$ cat src/rtl/sar_pkg.sv
package sar_pkg;

    typedef enum logic [1:0] {
        ST_IDLE,
        ST_WAIT,
        ST_CONV,
        ST_FIN
    } sar_st_e;

    // Codes with both low bits set route the RC tick.
    function automatic logic sel_is_rc(input logic [2:0] code);
        return code[1:0] == 2'b11;
    endfunction

    // Divider exponent: 000->1, 100->2, 001->3, 101->4, 010->5, 110->6.
    function automatic logic [31:0] sel_shift(input logic [2:0] code);
        return {29'd0, code[1:0], 1'b0} + {31'd0, code[2]} + 32'd1;
    endfunction

endpackage

$ cat src/rtl/sar_clkgen.sv
module sar_clkgen
    import sar_pkg::*;
#(
    parameter int MAX_SHIFT = 6
) (
    input  logic       clk,
    input  logic       rst_n,
    input  logic [2:0] clk_sel,
    input  logic       sys_halt,
    input  logic       rc_tick,
    output logic       conv_tick
);
    localparam int CNT_W = MAX_SHIFT;

    typedef struct packed {
        logic [CNT_W-1:0] cnt;
    } clk_reg_t;

    clk_reg_t         q, d;
    logic [CNT_W-1:0] mask;
    logic             sys_tick;

    always_comb begin
        d = q;
        if (!sys_halt) d.cnt = q.cnt + CNT_W'(1);
        mask      = CNT_W'((32'd1 << sel_shift(clk_sel)) - 32'd1);
        sys_tick  = !sys_halt && ((q.cnt & mask) == mask);
        conv_tick = sel_is_rc(clk_sel) ? rc_tick : sys_tick;
    end

    always_ff @(posedge clk) begin
        if (!rst_n) q <= '0;
        else        q <= d;
    end

    // Every divisor is at least 2, so ticks are never back to back.
    assert_tick_spaced_R1: assert property (@(posedge clk) disable iff (!rst_n)
        sys_tick |=> !sys_tick);

    assert_halt_blocks_R9: assert property (@(posedge clk) disable iff (!rst_n)
        (sys_halt && !sel_is_rc(clk_sel)) |-> !conv_tick);

endmodule

$ cat src/rtl/sar_seq_core.sv
module sar_seq_core
    import sar_pkg::*;
#(
    parameter int RES_W = 10
) (
    input  logic             clk,
    input  logic             rst_n,
    input  logic             tick,
    input  logic             start_req,
    input  logic             stop_req,
    input  logic             flag_clr,
    input  logic             cmp_hi,
    output logic             go,
    output logic             hold_open,
    output logic             done_flag,
    output logic [RES_W-1:0] dac_code,
    output logic [RES_W-1:0] result
);
    localparam int IDX_W = $clog2(RES_W + 1);

    typedef struct packed {
        sar_st_e          st;
        logic             go;
        logic             hold;
        logic             flag;
        logic [IDX_W-1:0] idx;
        logic [RES_W-1:0] trial;
        logic [RES_W-1:0] res;
    } core_reg_t;

    core_reg_t        q, d;
    logic [RES_W-1:0] cur_bit, low_bit;

    always_comb begin
        d       = q;
        cur_bit = RES_W'(1) << q.idx;
        low_bit = cur_bit >> 1;
        if (flag_clr) d.flag = 1'b0;
        unique case (q.st)
            ST_IDLE: begin
                if (start_req && !stop_req) begin
                    d.st    = ST_WAIT;
                    d.go    = 1'b1;
                    d.hold  = 1'b1;
                    d.trial = '0;
                end
            end
            ST_WAIT: begin
                if (tick) begin
                    d.st  = ST_CONV;
                    d.idx = IDX_W'(RES_W);
                end
            end
            ST_CONV: begin
                if (tick) begin
                    if (q.idx == IDX_W'(RES_W)) begin
                        d.trial = RES_W'(1) << (RES_W - 1);
                        d.idx   = IDX_W'(RES_W - 1);
                    end else begin
                        d.trial = (cmp_hi ? q.trial : (q.trial & ~cur_bit)) | low_bit;
                        if (q.idx == '0) d.st  = ST_FIN;
                        else             d.idx = q.idx - IDX_W'(1);
                    end
                end
            end
            ST_FIN: begin
                d.res  = q.trial;
                d.go   = 1'b0;
                d.hold = 1'b0;
                d.flag = 1'b1;
                d.st   = ST_IDLE;
            end
            default: d.st = ST_IDLE;
        endcase
        if (stop_req && q.st != ST_IDLE) begin
            d.st   = ST_IDLE;
            d.go   = 1'b0;
            d.hold = 1'b0;
            d.flag = q.flag && !flag_clr;
            d.res  = q.res;
        end
    end

    always_ff @(posedge clk) begin
        if (!rst_n) q <= '{st: ST_IDLE, default: '0};
        else        q <= d;
    end

    assign go        = q.go;
    assign hold_open = q.hold;
    assign done_flag = q.flag;
    assign dac_code  = q.trial;
    assign result    = q.res;

    assert_update_together_R5: assert property (@(posedge clk) disable iff (!rst_n)
        $rose(done_flag) |-> (!go && !hold_open && $past(go)));

    assert_result_only_at_end_R5: assert property (@(posedge clk) disable iff (!rst_n)
        !$stable(result) |-> ($fell(go) && done_flag));

    assert_busy_start_ignored_R7: assert property (@(posedge clk) disable iff (!rst_n)
        (q.st == ST_CONV && start_req && !stop_req && !tick) |=> ($stable(dac_code) && go));

    assert_abort_R8: assert property (@(posedge clk) disable iff (!rst_n)
        (stop_req && go) |=> (!go && !hold_open && $stable(result)));

    assert_open_with_go_R4: assert property (@(posedge clk) disable iff (!rst_n)
        $rose(go) |-> $rose(hold_open));

endmodule

$ cat src/rtl/sar_conv_ctrl.sv
module sar_conv_ctrl
    import sar_pkg::*;
#(
    parameter int RES_W     = 10,
    parameter int MAX_SHIFT = 6
) (
    input  logic             clk,
    input  logic             rst_n,
    input  logic [2:0]       clk_sel,
    input  logic             sys_halt,
    input  logic             rc_tick,
    input  logic             start_req,
    input  logic             stop_req,
    input  logic             flag_clr,
    input  logic             cmp_hi,
    output logic             go,
    output logic             hold_open,
    output logic [RES_W-1:0] dac_code,
    output logic             done_flag,
    output logic [7:0]       res_hi,
    output logic [7:0]       res_lo
);
    localparam int HI_W = RES_W - 8;

    logic             conv_tick;
    logic [RES_W-1:0] result;

    sar_clkgen #(.MAX_SHIFT(MAX_SHIFT)) u_clk (
        .clk       (clk),
        .rst_n     (rst_n),
        .clk_sel   (clk_sel),
        .sys_halt  (sys_halt),
        .rc_tick   (rc_tick),
        .conv_tick (conv_tick)
    );

    sar_seq_core #(.RES_W(RES_W)) u_core (
        .clk       (clk),
        .rst_n     (rst_n),
        .tick      (conv_tick),
        .start_req (start_req),
        .stop_req  (stop_req),
        .flag_clr  (flag_clr),
        .cmp_hi    (cmp_hi),
        .go        (go),
        .hold_open (hold_open),
        .done_flag (done_flag),
        .dac_code  (dac_code),
        .result    (result)
    );

    assign res_lo = result[7:0];
    assign res_hi = {{(8 - HI_W){1'b0}}, result[RES_W-1:8]};

endmodule

$ cat config.mk
export PLATFORM = sky130hd
export DESIGN_NAME = sar_conv_ctrl
export DESIGN_NICKNAME = d
export VERILOG_FILES = /design/src/rtl/sar_pkg.sv /design/src/rtl/sar_clkgen.sv /design/src/rtl/sar_seq_core.sv /design/src/rtl/sar_conv_ctrl.sv
export SDC_FILE = /design/constraint.sdc
export NUM_CORES = 1
export LEC_CHECK = 0
export CORE_MARGIN = 2
export CORE_UTILIZATION = 35
export DETAILED_ROUTE_END_ITERATION = 10
export DONT_BUFFER_PORTS = 1
export SLEW_MARGIN = 20
export SYNTH_ARGS = -nofsm -noshare
export SYNTH_HDL_FRONTEND = slang
export SYNTH_SLANG_ARGS = --single-unit
$ cat constraint.sdc
create_clock -name clk -period 3.4 [get_ports clk]
set_input_delay 0.34 -clock clk [delete_from_list [all_inputs] [get_ports clk]]
set_output_delay 0.34 -clock clk [all_outputs]
set_load 0.02 [all_outputs]
==> qor.csv, run 1 <==
metric,value,unit
result of the run,finished clean,
most frequent standard cell in the layout excluding fill and tap cells,sky130_fd_sc_hd__dfxtp_1,
Post-Route WL,4150,µm
aggregate global-route resource usage,13.2,%
total global routing overflow,0,
post-synthesis xor/xnor area fraction,1.67,%
mux share of post-synthesis cell area,6.25,%
area fraction in compound gates after synthesis,19.5,%
Vert. Die Dim,81.5,µm
starting utilization of the core area,35.9,%
number of cells on the worst hold path,2,
largest family of logic cells by synthesized area,simple AND/OR/NAND/NOR gates,
hold violation total from the final report,0,
sum of net half-perimeters after detailed placement,2960,µm
CP startpoint kind,flip-flop,
insertion delay to the later sink of the worst-skew pair,0.29,ns
initial antenna violation count,0,
critical-path cell with the highest stage delay,sky130_fd_sc_hd__or4_1,
via count of the first global-routing pass,1432,
clock period minus final worst setup slack,2.63,ns
Async SR Flop Fraction,0,%
die extent in x,81.5,µm
cell-by-cell trace of the critical path,inv_1 -> ha_1 -> o21a_1 -> or3_1 -> o31a_1 -> or4_1 -> a21oi_1,
"commonest cells after routing, fill and taps aside","sky130_fd_sc_hd__dfxtp_1, sky130_fd_sc_hd__nor2_1, sky130_fd_sc_hd__nand2_1, sky130_fd_sc_hd__a21oi_1, sky130_fd_sc_hd__nand3_1",
Inserted Clock Buffers,5,
total clock sinks,34,
Critical Setup Path Class,reg -> reg,
global-route track usage on met3,4.73,%
final slew viol count,0,
average cell area after synthesis,8.24,µm²
met1 track demand over resource,16.7,%
filler instances,609,
category of the worst setup path capture point,flip-flop,
CP Depth,7,
Fmax,380,MHz
ratio of final minimum period to clock period,77.3,%
setup repair after global routing missed its margin,no,
total power,1.35,mW
number of I/O pins,40,
Most used DFF post-synth,sky130_fd_sc_hd__dfxtp_1,
final-stage net count,252,
post-synthesis cell area,2100,µm²
cell type with the highest aggregate area in the netlist,sky130_fd_sc_hd__dfxtp_1,
GPL Wtd Cong,0.797,
post-synthesis instance total,255,
layer with the highest usage,met2,
utilization after layout,35.6,%
Post-CTS Repair Setup Buffers,0,
highest net fanout along the worst path,17,
share of the synthesized area in the top cell type,32.4,%
transition time at the pin with the least slew margin,1.00,ns
number of detailed-route iterations in the first pass,4,
number of violations of the max-capacitance limit,0,
buffering stage count on the worst path with inverters included,1,
root buffer selected by CTS,sky130_fd_sc_hd__clkbuf_8,
die footprint,6640,µm²
Max IR drop VDD,208,µV
"Cell Area, Placed",1970,µm²
worst r2r path cells,7,
number of enable-type register cells in the synthesized netlist,0,
TritonCTS clock tree,yes,
GRT met2 Usage,21.1,%
path type of the worst min-delay path,in -> reg,
"basic-gate share of the synthesized area counting and, or, nand and nor cells",20.0,%
level count of the clock H-tree,2,
power density over the cells,647,nW/µm²
wire length of the first global-routing pass,6780,µm
Vias/cell,5.29,
adder-cell share of the synthesized area,6.55,%
#FFs+latches synth,34,
Crit path arrival time,2.83,ns
pin count of the biggest net entering global routing,32,
Synth warnings,0,
register cell area after layout,681,µm²
Post-CTS Resized,0,
CP required,3.61,ns
hold bufs inserted after CTS,0,
final setup skew,0.00491,ns
number of port buffers,0,
fraction of final layout cells with drive strength greater than 1,4.78,%
Place WS,0.550,ns
post-CTS clock slew at the launch and capture registers of the worst setup and hold paths,0.07,ns
number of nets still failing antenna checks after routing,0,
FP Rows,28,
Detailed Route Iter0 Violations,74,
maximum cell stage delay along the critical path,0.58,ns
family of cells with the greatest summed delay on the critical path,simple AND/OR/NAND/NOR gates,
number of distinct library cells after synthesis,46,
DRC violations left,0,
deepest clock path buffer count,2,
synth top area cells,"sky130_fd_sc_hd__dfxtp_1, sky130_fd_sc_hd__buf_4, sky130_fd_sc_hd__ha_1",
sequential share of the synthesized area,32.4,%
Total Negative Setup Slacks,0,ns
smallest setup slack after layout,0.771,ns
final setup fails,0,
Core Box Area,5850,µm²
Antenna diodes,0,
Finished Cell Area,2080,µm²
vias after detailed routing,1612,
routed wirelength normalized by instance count,13.6,µm
Max-Slew Margin vs Limit,33.2,%
multi-input gate area in the final layout,1160,µm²
Area growth syn-to-layout,-0.834,%
static power due to leakage,0.786,nW
==> metal layers <==
metal	wire, µm	vias up
li1	-	814
met1	1970	751
met2	1910	40
met3	227	7
met4	46	0
met5	0	-
==> synthesized netlist by cell type, types with 6 or more instances <==
cell,instances
sky130_fd_sc_hd__clkbuf_1,8
sky130_fd_sc_hd__ha_1,11
sky130_fd_sc_hd__nand2_1,18
sky130_fd_sc_hd__buf_4,27
sky130_fd_sc_hd__nor2_1,23
sky130_fd_sc_hd__dfxtp_1,34
sky130_fd_sc_hd__nor3_1,6
sky130_fd_sc_hd__nand3_1,15
sky130_fd_sc_hd__or3_1,8
sky130_fd_sc_hd__mux2i_1,12
sky130_fd_sc_hd__nor2b_1,7
sky130_fd_sc_hd__a21oi_1,18
sky130_fd_sc_hd__inv_1,10
==> through the flow <==
step	hold WS (ns)	std cells
after floorplan	0.457	260
after global placement	0.491	298
after detailed placement	0.491	298
after CTS	0.181	305
after global routing	0.183	305
final	0.189	305
==> path summary, 6_finish.rpt <==
path	from	to	slack (ns)
worst max-delay path	u_core.q[27]$_SDFFE_PP0P_	u_core.dac_code[3]$_SDFFE_PN0P_	0.77
worst min-delay path	rst_n	u_core.q[23]$_SDFFE_PN0P_	0.19
worst max register to register	u_core.q[27]$_SDFFE_PP0P_	u_core.dac_code[3]$_SDFFE_PN0P_	0.77
worst min register to register	u_clk.q[0]$_SDFFE_PN0N_	u_clk.q[0]$_SDFFE_PN0N_	0.51
==> worst reg2reg max path, cell delays in order (launching register included) <==
cell and delay, ns:
sky130_fd_sc_hd__dfxtp_1 0.40, sky130_fd_sc_hd__inv_1 0.10, sky130_fd_sc_hd__ha_1 0.28, sky130_fd_sc_hd__o21a_1 0.21
sky130_fd_sc_hd__or3_1 0.36, sky130_fd_sc_hd__o31a_1 0.46, sky130_fd_sc_hd__or4_1 0.58, sky130_fd_sc_hd__a21oi_1 0.15
==> layout make-up <==
| cell class | instances | share of cell area [%] |
|---|---|---|
| Clock buffer | 6 | 3.96 |
| Clock inverter | 1 | 1.44 |
| Inverter | 10 | 1.80 |
| Multi-Input combinational cell | 179 | 55.6 |
| Sequential cell | 34 | 32.7 |
| Tap cell | 75 | 4.50 |
==> sequential cells by signal, summed over array words and instances (netlist names) <==
name              count
u_clk.q               6
u_core.dac_code      10
u_core.done_flag      1
u_core.hold_open      1
u_core.q              6
u_core.result        10
==> power breakdown <==
part	switching (mW)	leakage (nW)	internal (mW)	total [mW]
sequential	0.0613	0.275	0.431	0.492
combinational	0.312	0.454	0.164	0.476
clock	0.146	0.0573	0.234	0.381
total	0.519	0.786	0.829	1.35
==> cell families (layout without fill, tap and decap cells) <==
kind of cell    count (synthesis)  in the layout
compound gates                 57             57
fa+ha+maj                      11             11
flops                          34             34
xor+xnor                        4              4
mux                            13             13
buf+inv                        47             17
simple gates                   87             87
other cells                     2              7
Note: power is estimated with default switching activity, not from simulation.
==> run 2, diff against run 1 <==
==> constraint.sdc (replaced) <==
create_clock -name clk -period 2.6 [get_ports clk]
set_input_delay 0.26 -clock clk [delete_from_list [all_inputs] [get_ports clk]]
set_output_delay 0.26 -clock clk [all_outputs]
set_load 0.02 [all_outputs]
==> run 2 against run 1 <==
  * Final cell count increased by 2.3%
  * Sequential share of layout area down 0.99 points
  * First-iteration DRC count is 12% higher
  * Fmax is 13% higher
  * Largest power group is now combinational logic
  * Flip-flop and latch count is the same
  * Via count is 1.9% higher
==> qor.csv, run 2 (same netlist as run 1, synthesis figures left out) <==
metric,value,unit,change
Cell Count Post-Placement,305,,was 298
die extent in x,81.5,µm,unchanged
Finished Cell Area,2150,µm²,was 2080 µm²
number of detailed-route iterations in the first pass,4,,unchanged
Post-Route WL,4210,µm,was 4150 µm
final-stage net count,259,,was 252
starting utilization of the core area,35.9,%,unchanged
static power due to leakage,0.824,nW,was 0.786 nW
number of port buffers,0,,unchanged
vias after detailed routing,1643,,was 1612
Core Box Area,5850,µm²,unchanged
level count of the clock H-tree,2,,unchanged
Antenna diodes,0,,unchanged
FP Rows,28,,unchanged
TritonCTS clock tree,yes,,unchanged
Max-Slew Margin vs Limit,57.8,%,was 33.2%
DRC violations left,0,,unchanged
CP startpoint kind,flip-flop,,unchanged
final worst hold slack,0.105,ns,was 0.189 ns
number of violations of the max-capacitance limit,0,,unchanged
buffering stage count on the worst path with inverters included,2,,was 1
Routed met2 length,1880,µm,was 1910 µm
category of the worst setup path capture point,flip-flop,,unchanged
register-to-register setup slack,0.27,ns,was 0.77 ns
ratio of final minimum period to clock period,89.7,%,was 77.3%
insertion delay to the later sink of the worst-skew pair,0.29,ns,about the same
Critical Setup Path Class,reg -> reg,,unchanged
Fmax,429,MHz,was 380 MHz
total power,1.85,mW,was 1.35 mW
deepest clock path buffer count,2,,unchanged
fraction of final layout cells with drive strength greater than 1,7.59,%,was 4.78%
cell-by-cell trace of the critical path,inv_1 -> ha_1 -> o21a_1 -> or3_1 -> o31a_1 -> buf_12 -> or4_1 -> a21oi_1,,was inv_1 -> ha_1 -> o21a_1 -> or3_1 -> o31a_1 -> or4_1 -> a21oi_1
Max IR drop VDD,425,µV,was 208 µV
GPL Wtd Cong,0.779,,was 0.797
hold violation total from the final report,0,,unchanged
post-CTS clock slew at the launch and capture registers of the worst setup and hold paths,0.07,ns,about the same
"commonest cells after routing, fill and taps aside","sky130_fd_sc_hd__dfxtp_1, sky130_fd_sc_hd__nor2_1, sky130_fd_sc_hd__nand2_1, sky130_fd_sc_hd__a21oi_1, sky130_fd_sc_hd__nand3_1",,unchanged
most frequent standard cell in the layout excluding fill and tap cells,sky130_fd_sc_hd__dfxtp_1,,unchanged
Detailed Route Iter0 Violations,83,,was 74
"Cell Area, Placed",2040,µm²,was 1970 µm²
maximum cell stage delay along the critical path,0.50,ns,was 0.58 ns
number of I/O pins,40,,unchanged
Crit path arrival time,2.55,ns,was 2.83 ns
worst flop-to-flop path startpoint,u_core.q[28]$_SDFFE_PP0P_,,was u_core.q[27]$_SDFFE_PP0P_
Vert. Die Dim,81.5,µm,unchanged
final setup fails,0,,unchanged
via count of the first global-routing pass,1498,,was 1432
smallest setup slack after layout,0.268,ns,was 0.771 ns
Layout Cells excl Fill,312,,was 305
path type of the worst min-delay path,in -> reg,,unchanged
setup repair after global routing missed its margin,no,,unchanged
Total Negative Setup Slacks,0,ns,unchanged
final slew viol count,0,,unchanged
total clock sinks,34,,unchanged
die footprint,6640,µm²,unchanged
family of cells with the greatest summed delay on the critical path,simple AND/OR/NAND/NOR gates,,unchanged
wire length of the first global-routing pass,7020,µm,was 6780 µm
critical-path cell with the highest stage delay,sky130_fd_sc_hd__or4_1,,unchanged
Place WS,0.104,ns,was 0.550 ns
initial antenna violation count,0,,unchanged
root buffer selected by CTS,sky130_fd_sc_hd__clkbuf_8,,unchanged
pin count of the biggest net entering global routing,19,,was 32
Post-CTS Repair Setup Buffers,0,,unchanged
power density over the cells,863,nW/µm²,was 647 nW/µm²
highest net fanout along the worst path,17,,unchanged
utilization after layout,36.7,%,was 35.6%
total global routing overflow,0,,unchanged
worst r2r path cells,8,,was 7
routed metal-1 wirelength,2000,µm,was 1970 µm
final setup skew,0.00868,ns,was 0.00491 ns
clock period minus final worst setup slack,2.33,ns,was 2.63 ns
routed wirelength normalized by instance count,13.5,µm,was 13.6 µm
CP Depth,8,,was 7
aggregate global-route resource usage,13.8,%,was 13.2%
Post-CTS Resized,0,,unchanged
Area growth syn-to-layout,2.26,%,was -0.834%
sum of net half-perimeters after detailed placement,3080,µm,was 2960 µm
DR top layer,met4,,unchanged
Reg-to-Reg End,u_core.dac_code[3]$_SDFFE_PN0P_,,unchanged
wire length on met3,262,µm,was 227 µm
Inserted Clock Buffers,5,,unchanged
transition time at the pin with the least slew margin,0.632,ns,was 1.00 ns
CP required,2.82,ns,was 3.61 ns
launch point of the critical path,u_core.q[28]$_SDFFE_PP0P_,,was u_core.q[27]$_SDFFE_PP0P_
number of nets still failing antenna checks after routing,0,,unchanged
result of the run,finished clean,,unchanged
Critical Path Sink,u_core.dac_code[3]$_SDFFE_PN0P_,,unchanged
Vias/cell,5.27,,was 5.29
hold bufs inserted after CTS,0,,unchanged
-- run 2: how the worst min path moves through the flow --
stage / startpoint / endpoint / depth (start not counted)
6_report: rst_n / u_core.q[22]$_SDFFE_PN0P_ / 1
4_1_cts: rst_n / u_core.q[22]$_SDFFE_PN0P_ / 1
2_1_floorplan: rst_n / u_core.q[22]$_SDFFE_PN0P_ / 1
5_1_grt: rst_n / u_core.q[22]$_SDFFE_PN0P_ / 1
3_5_place_dp: rst_n / u_core.q[22]$_SDFFE_PN0P_ / 1
3_3_place_gp: rst_n / u_core.q[22]$_SDFFE_PN0P_ / 1
-- run 2: layout make-up --
cell class / count / area, µm²
multi-input combinational: 179 / 1160
clock buffer: 6 / 82.6
fill: 612 / 3700
tap: 75 / 93.8
timing repair buffer: 7 / 65.1
sequential: 34 / 681
inverter: 10 / 37.5
clock inverter: 1 / 30.0
-- run 2: routing by layer --
| metal | global-route usage, % | up-vias |
|---|---|---|
| li1 | - | 836 |
| met4 | 4.75 | 0 |
| met5 | 0 | - |
| met1 | 17.5 | 742 |
| met2 | 21.5 | 57 |
| met3 | 5.16 | 8 |
-- run 2: where the power goes --
group          switching, mW  internal [mW]
sequential            0.0833          0.563
clock                  0.188          0.307
combinational          0.423          0.290
total                  0.694           1.16
==> run 3, diff against run 2 <==
--- a/config.mk
+++ b/config.mk
@@ -9,6 +9,7 @@
 export CORE_UTILIZATION = 35
 export DETAILED_ROUTE_END_ITERATION = 10
 export DONT_BUFFER_PORTS = 1
+export PLACE_DENSITY = 0.52
 export SLEW_MARGIN = 20
 export SYNTH_ARGS = -nofsm -noshare
 export SYNTH_HDL_FRONTEND = slang
==> constraint.sdc (replaced) <==
create_clock -name clk -period 2.6 [get_ports clk]
set_input_delay 0.39 -clock clk [delete_from_list [all_inputs] [get_ports clk]]
set_output_delay 0.39 -clock clk [all_outputs]
set_load 0.02 [all_outputs]
==> run 3 against run 2 <==
  * Critical endpoint unchanged
  * Sequential power is essentially flat
  * Critical path type unchanged
  * Global-route usage rose by 0.25 points
  * Via count shrank 0.12%
  * Critical path depth unchanged
  * Setup slack better by 0.00066 ns
  * Sequential share of layout area shrank 0.54 points
  * Routed wire length increased by 3.6%
  * Highest routed layer unchanged
  * Die area unchanged
==> qor.csv, run 3 (same netlist as run 1, synthesis figures left out) <==
metric,value,unit,change
number of I/O pins,40,,unchanged
Post-CTS Repair Setup Buffers,0,,unchanged
vias after detailed routing,1641,,was 1643
FP Rows,28,,unchanged
multi-input gate area in the final layout,1160,µm²,unchanged
Critical Setup Path Class,reg -> reg,,unchanged
CP startpoint kind,flip-flop,,unchanged
total power,1.97,mW,was 1.85 mW
Cell Count Post-Placement,306,,was 305
starting utilization of the core area,35.9,%,unchanged
Core Box Area,5850,µm²,unchanged
sum of net half-perimeters after detailed placement,3130,µm,was 3080 µm
pin count of the biggest net entering global routing,30,,was 19
Inserted Clock Buffers,5,,unchanged
Max-Slew Margin vs Limit,60.9,%,was 57.8%
Place WS,0.0411,ns,was 0.104 ns
Fmax,429,MHz,about the same
clock period minus final worst setup slack,2.33,ns,about the same
final-stage net count,260,,was 259
smallest setup slack after layout,0.268,ns,about the same
CP required,2.83,ns,was 2.82 ns
result of the run,finished clean,,unchanged
ratio of final minimum period to clock period,89.7,%,about the same
insertion delay to the later sink of the worst-skew pair,0.29,ns,about the same
die footprint,6640,µm²,unchanged
static power due to leakage,0.843,nW,was 0.824 nW
Total Negative Setup Slacks,0,ns,unchanged
number of detailed-route iterations in the first pass,4,,unchanged
filler instances,586,,was 612
Max IR drop VDD,357,µV,was 425 µV
wire length of the first global-routing pass,7220,µm,was 7020 µm
Detailed Route Iter0 Violations,67,,was 83
Post-Route WL,4360,µm,was 4210 µm
transition time at the pin with the least slew margin,0.580,ns,was 0.632 ns
Area growth syn-to-layout,4.05,%,was 2.26%
root buffer selected by CTS,sky130_fd_sc_hd__clkbuf_8,,unchanged
post-CTS clock slew at the launch and capture registers of the worst setup and hold paths,0.07,ns,about the same
highest net fanout along the worst path,17,,unchanged
register cell area after layout,681,µm²,unchanged
die extent in x,81.5,µm,unchanged
final slew viol count,0,,unchanged
Layout Cells excl Fill,314,,was 312
path type of the worst min-delay path,in -> reg,,unchanged
aggregate global-route resource usage,14.0,%,was 13.8%
final setup skew,0.00692,ns,was 0.00868 ns
hold violation total from the final report,0,,unchanged
utilization after layout,37.4,%,was 36.7%
number of violations of the max-capacitance limit,0,,unchanged
total global routing overflow,0,,unchanged
final worst hold slack,0.228,ns,was 0.105 ns
setup repair after global routing missed its margin,no,,unchanged
DRC violations left,0,,unchanged
initial antenna violation count,0,,unchanged
TritonCTS clock tree,yes,,unchanged
most frequent standard cell in the layout excluding fill and tap cells,sky130_fd_sc_hd__dfxtp_1,,unchanged
"Cell Area, Placed",2040,µm²,about the same
Vert. Die Dim,81.5,µm,unchanged
routed wirelength normalized by instance count,13.9,µm,was 13.5 µm
via count of the first global-routing pass,1508,,was 1498
fraction of final layout cells with drive strength greater than 1,8.37,%,was 7.59%
deepest clock path buffer count,2,,unchanged
number of nets still failing antenna checks after routing,0,,unchanged
final setup fails,0,,unchanged
Antenna diodes,0,,unchanged
"commonest cells after routing, fill and taps aside","sky130_fd_sc_hd__dfxtp_1, sky130_fd_sc_hd__nor2_1, sky130_fd_sc_hd__nand2_1, sky130_fd_sc_hd__a21oi_1, sky130_fd_sc_hd__nand3_1",,unchanged
total clock sinks,34,,unchanged
category of the worst setup path capture point,flip-flop,,unchanged
Post-CTS Resized,0,,unchanged
hold bufs inserted after CTS,0,,unchanged
power density over the cells,901,nW/µm²,was 863 nW/µm²
Finished Cell Area,2190,µm²,was 2150 µm²
level count of the clock H-tree,2,,unchanged
number of port buffers,0,,unchanged
GPL Wtd Cong,0.758,,was 0.779
Crit path arrival time,2.56,ns,was 2.55 ns
Vias/cell,5.23,,was 5.27
## run 3: changes by cell type in the layout (fill, tap and decap cells not counted)
cell,delta
sky130_fd_sc_hd__bufinv_16,+1
sky130_fd_sc_hd__buf_4,+1
## run 3: layout make-up
type / count / area share [%]
clock buffer: 6 / 3.78
clock inverter: 2 / 2.75
inverter: 10 / 1.72
multi-input combinational: 179 / 53.0
sequential: 34 / 31.1
tap: 75 / 4.29
timing repair buffer: 8 / 3.32
## run 3: final timing paths
| check | start | endpoint | slack [ns] | cells after the start |
|---|---|---|---|---|
| setup / recovery | u_core.q[27]$_SDFFE_PP0P_ | u_core.dac_code[3]$_SDFFE_PN0P_ | 0.27 | 8 |
| hold / removal | rst_n | u_core.q[22]$_SDFFE_PN0P_ | 0.23 | 1 |
| setup reg to reg | u_core.q[27]$_SDFFE_PP0P_ | u_core.dac_code[3]$_SDFFE_PN0P_ | 0.27 | 8 |
| hold reg to reg | u_clk.q[0]$_SDFFE_PN0N_ | u_clk.q[0]$_SDFFE_PN0N_ | 0.52 | 2 |
## run 3: layer usage
layer	vias up	GRT usage, %	part of all wire (%)
li1	839	-	-
met1	758	17.9	47
met2	36	23.0	46
met3	8	4.18	5.5
met4	0	4.07	1.3
met5	-	0	0
## run 3: critical path: stages, from the launching register on
cell and delay, ns:
sky130_fd_sc_hd__dfxtp_1 0.40, sky130_fd_sc_hd__inv_1 0.10, sky130_fd_sc_hd__ha_1 0.22, sky130_fd_sc_hd__o21a_1 0.12
sky130_fd_sc_hd__or3_1 0.34, sky130_fd_sc_hd__o31a_1 0.28, sky130_fd_sc_hd__buf_12 0.16, sky130_fd_sc_hd__or4_1 0.50
sky130_fd_sc_hd__a21oi_1 0.14
## run 3: report_power, final
group / switching (mW) / internal (mW) / total, mW
sequential: 0.0833 / 0.563 / 0.646
combinational: 0.418 / 0.292 / 0.710
clock: 0.205 / 0.409 / 0.614
total: 0.706 / 1.26 / 1.97
